**config.mk**
```make
export PLATFORM = sky130hd
export DESIGN_NAME = sr_guard
export DESIGN_NICKNAME = d
export VERILOG_FILES = /design/src/rtl/sr_guard_pkg.sv /design/src/rtl/sr_guard_wp.sv /design/src/rtl/sr_guard_range.sv /design/src/rtl/sr_guard_regs.sv /design/src/rtl/sr_guard.sv
export SDC_FILE = /design/constraint.sdc
export NUM_CORES = 1
export LEC_CHECK = 0
export ABC_AREA = 1
export BUFFER_PORTS_ARGS = -buffer_cell sky130_fd_sc_hd__buf_4
export CAP_MARGIN = 10
export CORE_MARGIN = 2
export CORE_UTILIZATION = 36
export DETAILED_ROUTE_END_ITERATION = 8
export PLACE_DENSITY_LB_ADDON = 0.08
export SLEW_MARGIN = 25
export SYNTH_ARGS = -nofsm -noshare
export SYNTH_HDL_FRONTEND = slang
export SYNTH_HIERARCHICAL = 1
export SYNTH_SLANG_ARGS = --single-unit
export TNS_END_PERCENT = 20
```
**constraint.sdc**
```tcl
create_clock -name clk -period 1.6 [get_ports clk]
set_input_delay 0.16 -clock clk [delete_from_list [all_inputs] [get_ports clk]]
set_output_delay 0.16 -clock clk [all_outputs]
set_load 0.01 [all_outputs]
```
**src/rtl/sr_guard_pkg.sv**
```systemverilog
package sr_guard_pkg;
  localparam int SR_W      = 8;
  localparam int BIT_LOCK  = 7;
  localparam int BIT_BPH   = 3;
  localparam int BIT_BPL   = 2;
  localparam int BIT_WEL   = 1;

  typedef enum logic [1:0] {
    RNG_NONE    = 2'b00,
    RNG_QUARTER = 2'b01,
    RNG_HALF    = 2'b10,
    RNG_ALL     = 2'b11
  } rng_e;
endpackage

```
**src/rtl/sr_guard_wp.sv**
```systemverilog
module sr_guard_wp (
  input  logic clk,
  input  logic rst,
  input  logic cmd_start_i,
  input  logic wp_n_i,
  input  logic lock_i,
  output logic hw_prot_o
);
  logic wp_q;
  logic wp_eff;

  always_ff @(posedge clk) begin
    if (rst)              wp_q <= 1'b1;
    else if (cmd_start_i) wp_q <= wp_n_i;
  end

  always_comb begin
    wp_eff    = cmd_start_i ? wp_n_i : wp_q;
    hw_prot_o = lock_i && !wp_eff;
  end
endmodule

```
**src/rtl/sr_guard_range.sv**
```systemverilog
module sr_guard_range
  import sr_guard_pkg::*;
#(
  parameter int ADDR_W = 19
) (
  input  logic [ADDR_W-1:0] addr_i,
  input  logic [1:0]        rng_i,
  output logic              hit_o
);
  localparam logic [ADDR_W-1:0] HALF_BASE = ADDR_W'(1) << (ADDR_W - 1);
  localparam logic [ADDR_W-1:0] QTR_BASE  = ADDR_W'(3) << (ADDR_W - 2);

  always_comb begin
    case (rng_e'(rng_i))
      RNG_NONE:    hit_o = 1'b0;
      RNG_QUARTER: hit_o = (addr_i >= QTR_BASE);
      RNG_HALF:    hit_o = (addr_i >= HALF_BASE);
      default:     hit_o = 1'b1;
    endcase
  end
endmodule

```
**src/rtl/sr_guard_regs.sv**
```systemverilog
module sr_guard_regs
  import sr_guard_pkg::*;
(
  input  logic            clk,
  input  logic            rst,
  input  logic            pwr_up_i,
  input  logic            wen_i,
  input  logic            wdis_i,
  input  logic            swr_take_i,
  input  logic [SR_W-1:0] swr_data_i,
  output logic [SR_W-1:0] sr_o
);
  logic [SR_W-1:0] sr_q;
  logic [SR_W-1:0] sr_d;

  always_comb begin
    sr_d = sr_q;
    if (pwr_up_i || wdis_i) begin
      sr_d[BIT_WEL] = 1'b0;
    end else if (wen_i) begin
      sr_d[BIT_WEL] = 1'b1;
    end else if (swr_take_i) begin
      sr_d          = swr_data_i;
      sr_d[BIT_WEL] = sr_q[BIT_WEL];
    end
  end

  always_ff @(posedge clk) begin
    if (rst) sr_q <= '0;
    else     sr_q <= sr_d;
  end

  assign sr_o = sr_q;
endmodule

```
**src/rtl/sr_guard.sv**
```systemverilog
module sr_guard
  import sr_guard_pkg::*;
#(
  parameter int ADDR_W = 19
) (
  input  logic              clk,
  input  logic              rst,
  input  logic              pwr_up_i,
  input  logic              wp_n_i,
  input  logic              cmd_start_i,
  input  logic              wen_i,
  input  logic              wdis_i,
  input  logic              swr_i,
  input  logic [7:0]        swr_data_i,
  input  logic              awr_i,
  input  logic [ADDR_W-1:0] awr_addr_i,
  output logic [7:0]        status_o,
  output logic              awr_ok_o,
  output logic              swr_ok_o
);
  logic [SR_W-1:0] sr;
  logic            hw_prot;
  logic            rng_hit;
  logic            swr_take;
  logic            other_evt;

  sr_guard_wp u_wp (
    .clk        (clk),
    .rst        (rst),
    .cmd_start_i(cmd_start_i),
    .wp_n_i     (wp_n_i),
    .lock_i     (sr[BIT_LOCK]),
    .hw_prot_o  (hw_prot)
  );

  sr_guard_range #(.ADDR_W(ADDR_W)) u_rng (
    .addr_i(awr_addr_i),
    .rng_i (sr[BIT_BPH:BIT_BPL]),
    .hit_o (rng_hit)
  );

  assign other_evt = pwr_up_i || wdis_i || wen_i;
  assign swr_take  = swr_i && !other_evt && sr[BIT_WEL] && !hw_prot;

  sr_guard_regs u_regs (
    .clk       (clk),
    .rst       (rst),
    .pwr_up_i  (pwr_up_i),
    .wen_i     (wen_i),
    .wdis_i    (wdis_i),
    .swr_take_i(swr_take),
    .swr_data_i(swr_data_i),
    .sr_o      (sr)
  );

  always_ff @(posedge clk) begin
    if (rst) begin
      awr_ok_o <= 1'b0;
      swr_ok_o <= 1'b0;
    end else begin
      awr_ok_o <= awr_i && sr[BIT_WEL] && !rng_hit;
      swr_ok_o <= swr_take;
    end
  end

  assign status_o = sr;
endmodule

```
Word level (Yosys, flattened, before mapping)
Index checks and enable logic that the tools add are counted.
{"block": "op_classes", "order_cmp": 2, "bitwise_logic": 2, "n_reduce_logical": 15, "eq_ne": 2, "n_mux": 3}
{"operator": "$ge 19x19->1 const B", "count": 2}
{"operator": "$logic_and 1x1->1", "count": 6}
{"operator": "$logic_not 1->1", "count": 4}
{"operator": "$pmux 1 s3", "count": 1}
{"operator": "$reduce_and 3->1", "count": 1}
{"operator": "$eq 2x1->1 const B", "count": 1}
{"operator": "$eq 2x2->1 const B", "count": 1}
{"operator": "$logic_not 2->1", "count": 1}
{"operator": "$logic_or 1x1->1", "count": 2}
{"operator": "$mux 1", "count": 2}
{"operator": "$not 1->1", "count": 2}
{"operator": "$reduce_or 2->1", "count": 1}
{"block": "word_totals", "output_inout_bits": 10, "ff_bits": 11}

Logic depth before layout (Yosys ltp)
{"block": "logic_depth", "ltp_word": 7, "mapped_depth": 13, "mapped_depth_nobuf": 12}

Modules after synthesis
Netlist, hierarchy kept.
{"module": "sr_guard_regs", "seq_area_each_um2": 160.2, "n_inst": 1, "cells_each": 51, "area_per_inst_um2": 370.4}
{"module": "sr_guard", "seq_area_each_um2": 40.0, "n_inst": 1, "cells_each": 12, "area_per_inst_um2": 92.6}
{"module": "sr_guard_wp", "seq_area_each_um2": 20.0, "n_inst": 1, "cells_each": 8, "area_per_inst_um2": 57.6}
{"module": "sr_guard_range", "seq_area_each_um2": 0.0, "n_inst": 1, "cells_each": 3, "area_per_inst_um2": 13.8}

Worst setup path after synthesis
No wires, ideal clock.
{"block": "synth_path", "path_type": "register to register", "startpoint": "register u_wp.wp_q", "endpoint": "register u_regs.sr_q[5], in the netlist u_regs/sr_o[5]", "path_stages_with_launch": 13, "t_arrival_ns": 1.115, "setup_time_ns": 0.115, "setup_slack_ns": 0.370, "required_time_ns": 1.485, "path_cell_list": "dfxtp_1 -> nand2_2 -> nand2_2 -> nor2_2 -> nor2_2 -> nand3_2 -> inv_1 -> inv_1 -> nor2_4 -> buf_6 -> nand3_1 -> nand2_1 -> nor2_1"}
{"block": "synth_between", "elab_chain_cells": 6}
{"element": "start, declared", "line_no": "sr_guard_wp.sv:9", "text": "logic wp_q;"}
{"element": "start signal, assigned", "line_no": "sr_guard_wp.sv:14", "text": "else if (cmd_start_i) wp_q <= wp_n_i;"}
{"element": "$mux 1", "line_no": "sr_guard_wp.sv:18", "text": "wp_eff = cmd_start_i ? wp_n_i : wp_q;"}
{"element": "$logic_not 1->1", "line_no": "sr_guard_wp.sv:19", "text": "hw_prot_o = lock_i && !wp_eff;"}
{"element": "$logic_and 1x1->1", "line_no": "sr_guard_wp.sv:19"}
{"element": "via hw_prot", "line_no": "sr_guard.sv:22", "text": "logic hw_prot;"}
{"element": "$logic_not 1->1", "line_no": "sr_guard.sv:43", "text": "assign swr_take = swr_i && !other_evt && sr[BIT_WEL] && !hw_prot;"}
{"element": "$logic_and 1x1->1", "line_no": "sr_guard.sv:43"}
{"element": "via swr_take", "line_no": "sr_guard.sv:24", "text": "logic swr_take;"}
{"element": "$reduce_and 3->1 (no line)"}
{"element": "end signal, assigned", "line_no": "sr_guard_regs.sv:30", "text": "else sr_q <= sr_d;"}
{"element": "end, declared", "line_no": "sr_guard_regs.sv:13", "text": "logic [SR_W-1:0] sr_q;"}
The timed path passes the listed nets, and every way through them passes these cells.
A chain may end at the register's enable or synchronous reset.

Final worst setup path
Ends and elaborated chain as after synthesis.

==> metrics <==
status=finished, final reports clean; Max VDD drop=0.409 mV; Root Driver=clkbuf_4; Tcrit/Tclk final=0.893; initial antenna violation count=0; Worst-Margin Slew=324 ps; worst slack, placed=around 170 ps; P_leak=0.387 nW; Post-Synth Adder-Cell Area=0; Post-Synth Simple-Gate Area=0.363; post-synth cell types=14; Hold Vio Cnt, Final=0; crit-path max FO=14; cell-internal power=0.410 mW; hold_buf cts=0; io pins=46; Max Buffers Root-to-Sink=2; crit path DAT=1590 ps; post-CTS setup buffers=0; first-pass GRT wire length=1980 microns; DRC=0; mux cell area share after synthesis=0; Net Count, Synth=110; Final Skew=3.31 ps; fin worst setup slack=171 ps; Detail Placement HPWL=843 microns; post-synthesis cell area=534 sq um; Hold Crit Endpoint=swr_ok_o$_SDFF_PP0_; clk sinks=11; Buffers on Ports=27; Synth Area in XOR/XNOR=0; CTS tree=built; Clk pwr share=0.347; drt pass-1 iters=4; GP Congestion=0.678; minimum clock period=1430 ps; logic gate share of total power=0.129; setup TNS=0 ps; Finish-stage setup viols=0; grt ovf=0; core area=1350 sq um; Mapped Avg Cell Area=7.22 sq um; Routed Antenna Nets=0; 1st-iter DRT viols=10; CP endpoint kind=flop; layout cell share with drive strength beyond 1=0.379; flops & latches, synth=11; DIE AREA=between 1500 and 2000 sq um; largest net degree at the start of global routing=16; Switching Fraction=0.229; Synth Area in Compound Gates=0.0843; Slew Limit Fails=0; max_cap viols=0; FF-to-FF Start=u_wp/wp_q$_SDFF_PP1_; largest family of logic cells by synthesized area=simple AND/OR/NAND/NOR gates; flop2flop setup slack=170 ps; via/cell ratio=approximately 4.6; WL per Instance=9.46 microns; PwrDens=~700 nW/um^2; register area share after synthesis=0.412; Clk Latency, worst-skew pair=260 ps; Nets=140; final WL=1120 microns; Syn Inst Count=74; Hold Path Class=input port to flop; Fmax=0.700 GHz; ANT cells=0; startpoint class of the critical path=flop; worst r2r dst=u_regs/sr_o[5]$_SDFFE_PP0P_; Starting Density=0.396; area grow syn2layout=42.2%; Crit Path Class=flop to flop; H-Tree Depth=1; R2R cell count=11; All-Layer GR Usage=0.145; unrepaired setup endpoints after global routing=no; CP Data Required Time=1760 ps; die extent in x=42.5 microns; yosys warns=6; Flop pwr share=0.523; hold path startpoint=rst; switching power=0.122 mW; number of gates resized after CTS=0; Via Count=540; Relative slew margins=0.784; cts bufs inserted=3; die height=between 40 and 50 microns; vias in the first global route=480; placement row count=13; hold depth=2; clk slew on worst S/H paths=70 ps
## state kept, by name (all words and copies together), names as in the netlist
name,flops
u_regs/sr_o,8
awr_ok_o,1
swr_ok_o,1
u_wp/wp_q,1
## power by group through the flow
stage	clock network (mW)	registers (mW)	logic, mW
after floorplan	0	0.285	0.0279
after global placement	0	0.285	0.0680
after detailed placement	0	0.285	0.0693
after CTS	0.193	0.278	0.0695
after global routing	0.203	0.278	0.0777
final	0.185	0.278	0.0687
## cell usage in the layout (no fill, tap or decap), drive strengths merged
master / synthesis / layout
nand2: 12 / 12
o21ai: 2 / 2
nand3b: 1 / 1
a21oi: 7 / 7
inv: 14 / 14
dfxtp: 11 / 11
nor3: 1 / 1
nand3: 9 / 9
nor2: 15 / 15
buf: 2 / 27
clkbuf: 0 / 4
## cells by family after synthesis
family	count (synthesis)
and+or+nand+nor	38
buffers and inverters	16
AOI/OAI and AO/OA	9
DFF	11
## worst max path at each step
stage / start / to / slack [ps] / depth (start not counted)
CTS: u_wp/wp_q$_SDFF_PP1_ / u_regs/sr_o[5]$_SDFFE_PP0P_ / 170 / 11
floorplan: u_wp/wp_q$_SDFF_PP1_ / u_regs/sr_o[5]$_SDFFE_PP0P_ / 370 / 12
finish: u_wp/wp_q$_SDFF_PP1_ / u_regs/sr_o[5]$_SDFFE_PP0P_ / 170 / 11
global placement: cmd_start_i / u_regs/sr_o[0]$_SDFFE_PP0P_ / 200 / 13
detailed placement: cmd_start_i / u_regs/sr_o[5]$_SDFFE_PP0P_ / 170 / 13
global route: u_wp/wp_q$_SDFF_PP1_ / u_regs/sr_o[2]$_SDFFE_PP0P_ / 30 / 11
## metal layers
metal / global-route usage / vias to the layer above / wire length [microns]
li1: - / 287 / -
met5: 0 / - / 0
met4: 0.0938 / 0 / 0
met2: 0.200 / 15 / 535
met3: 0.0388 / 0 / 58
met1: 0.195 / 238 / 523
## synth_stat cells
master / n / share of area
nand2_1: 10 / 0.070
inv_1: 14 / 0.098
nor3_1: 1 / 0.0094
nand2_2: 2 / 0.023
nand3b_1: 1 / 0.014
nor2_1: 9 / 0.063
a21oi_1: 7 / 0.066
o21ai_1: 2 / 0.019
nor2_2: 4 / 0.047
nor2_4: 2 / 0.042
nand3_1: 8 / 0.075
nand3_2: 1 / 0.019
buf_6: 2 / 0.042
dfxtp_1: 11 / 0.41
## per-stage QoR
step,util,cell area [sq um],cells,power (mW),hold WS [ps]
floorplan,-,534,74,0.313,227
global placement,0.543,733,114,0.353,364
detailed placement,0.543,733,114,0.354,362
CTS,0.563,759,118,0.540,78.5
global route,0.563,759,118,0.559,88.0
finish,0.563,759,118,0.532,86.9
## area by class of cell
class,instances,area [sq um]
Clock buffer,4,26.3
Multi-Input combinational cell,47,239
Tap cell,15,18.8
Sequential cell,11,220
Fill cell,147,591
Timing Repair Buffer,27,203
Inverter,14,52.6
## worst max-delay path, cell delays in order (launching register included)
cell	delay, ps
dfxtp_1	320
nand2_2	60
nand2_2	50
nor2_2	30
nor2_2	140
nand3_2	100
inv_1	60
inv_1	60
nor2_4	260
nand3_1	120
nand2_1	80
nor2_1	40
Note: power is estimated with default switching activity, not from simulation.
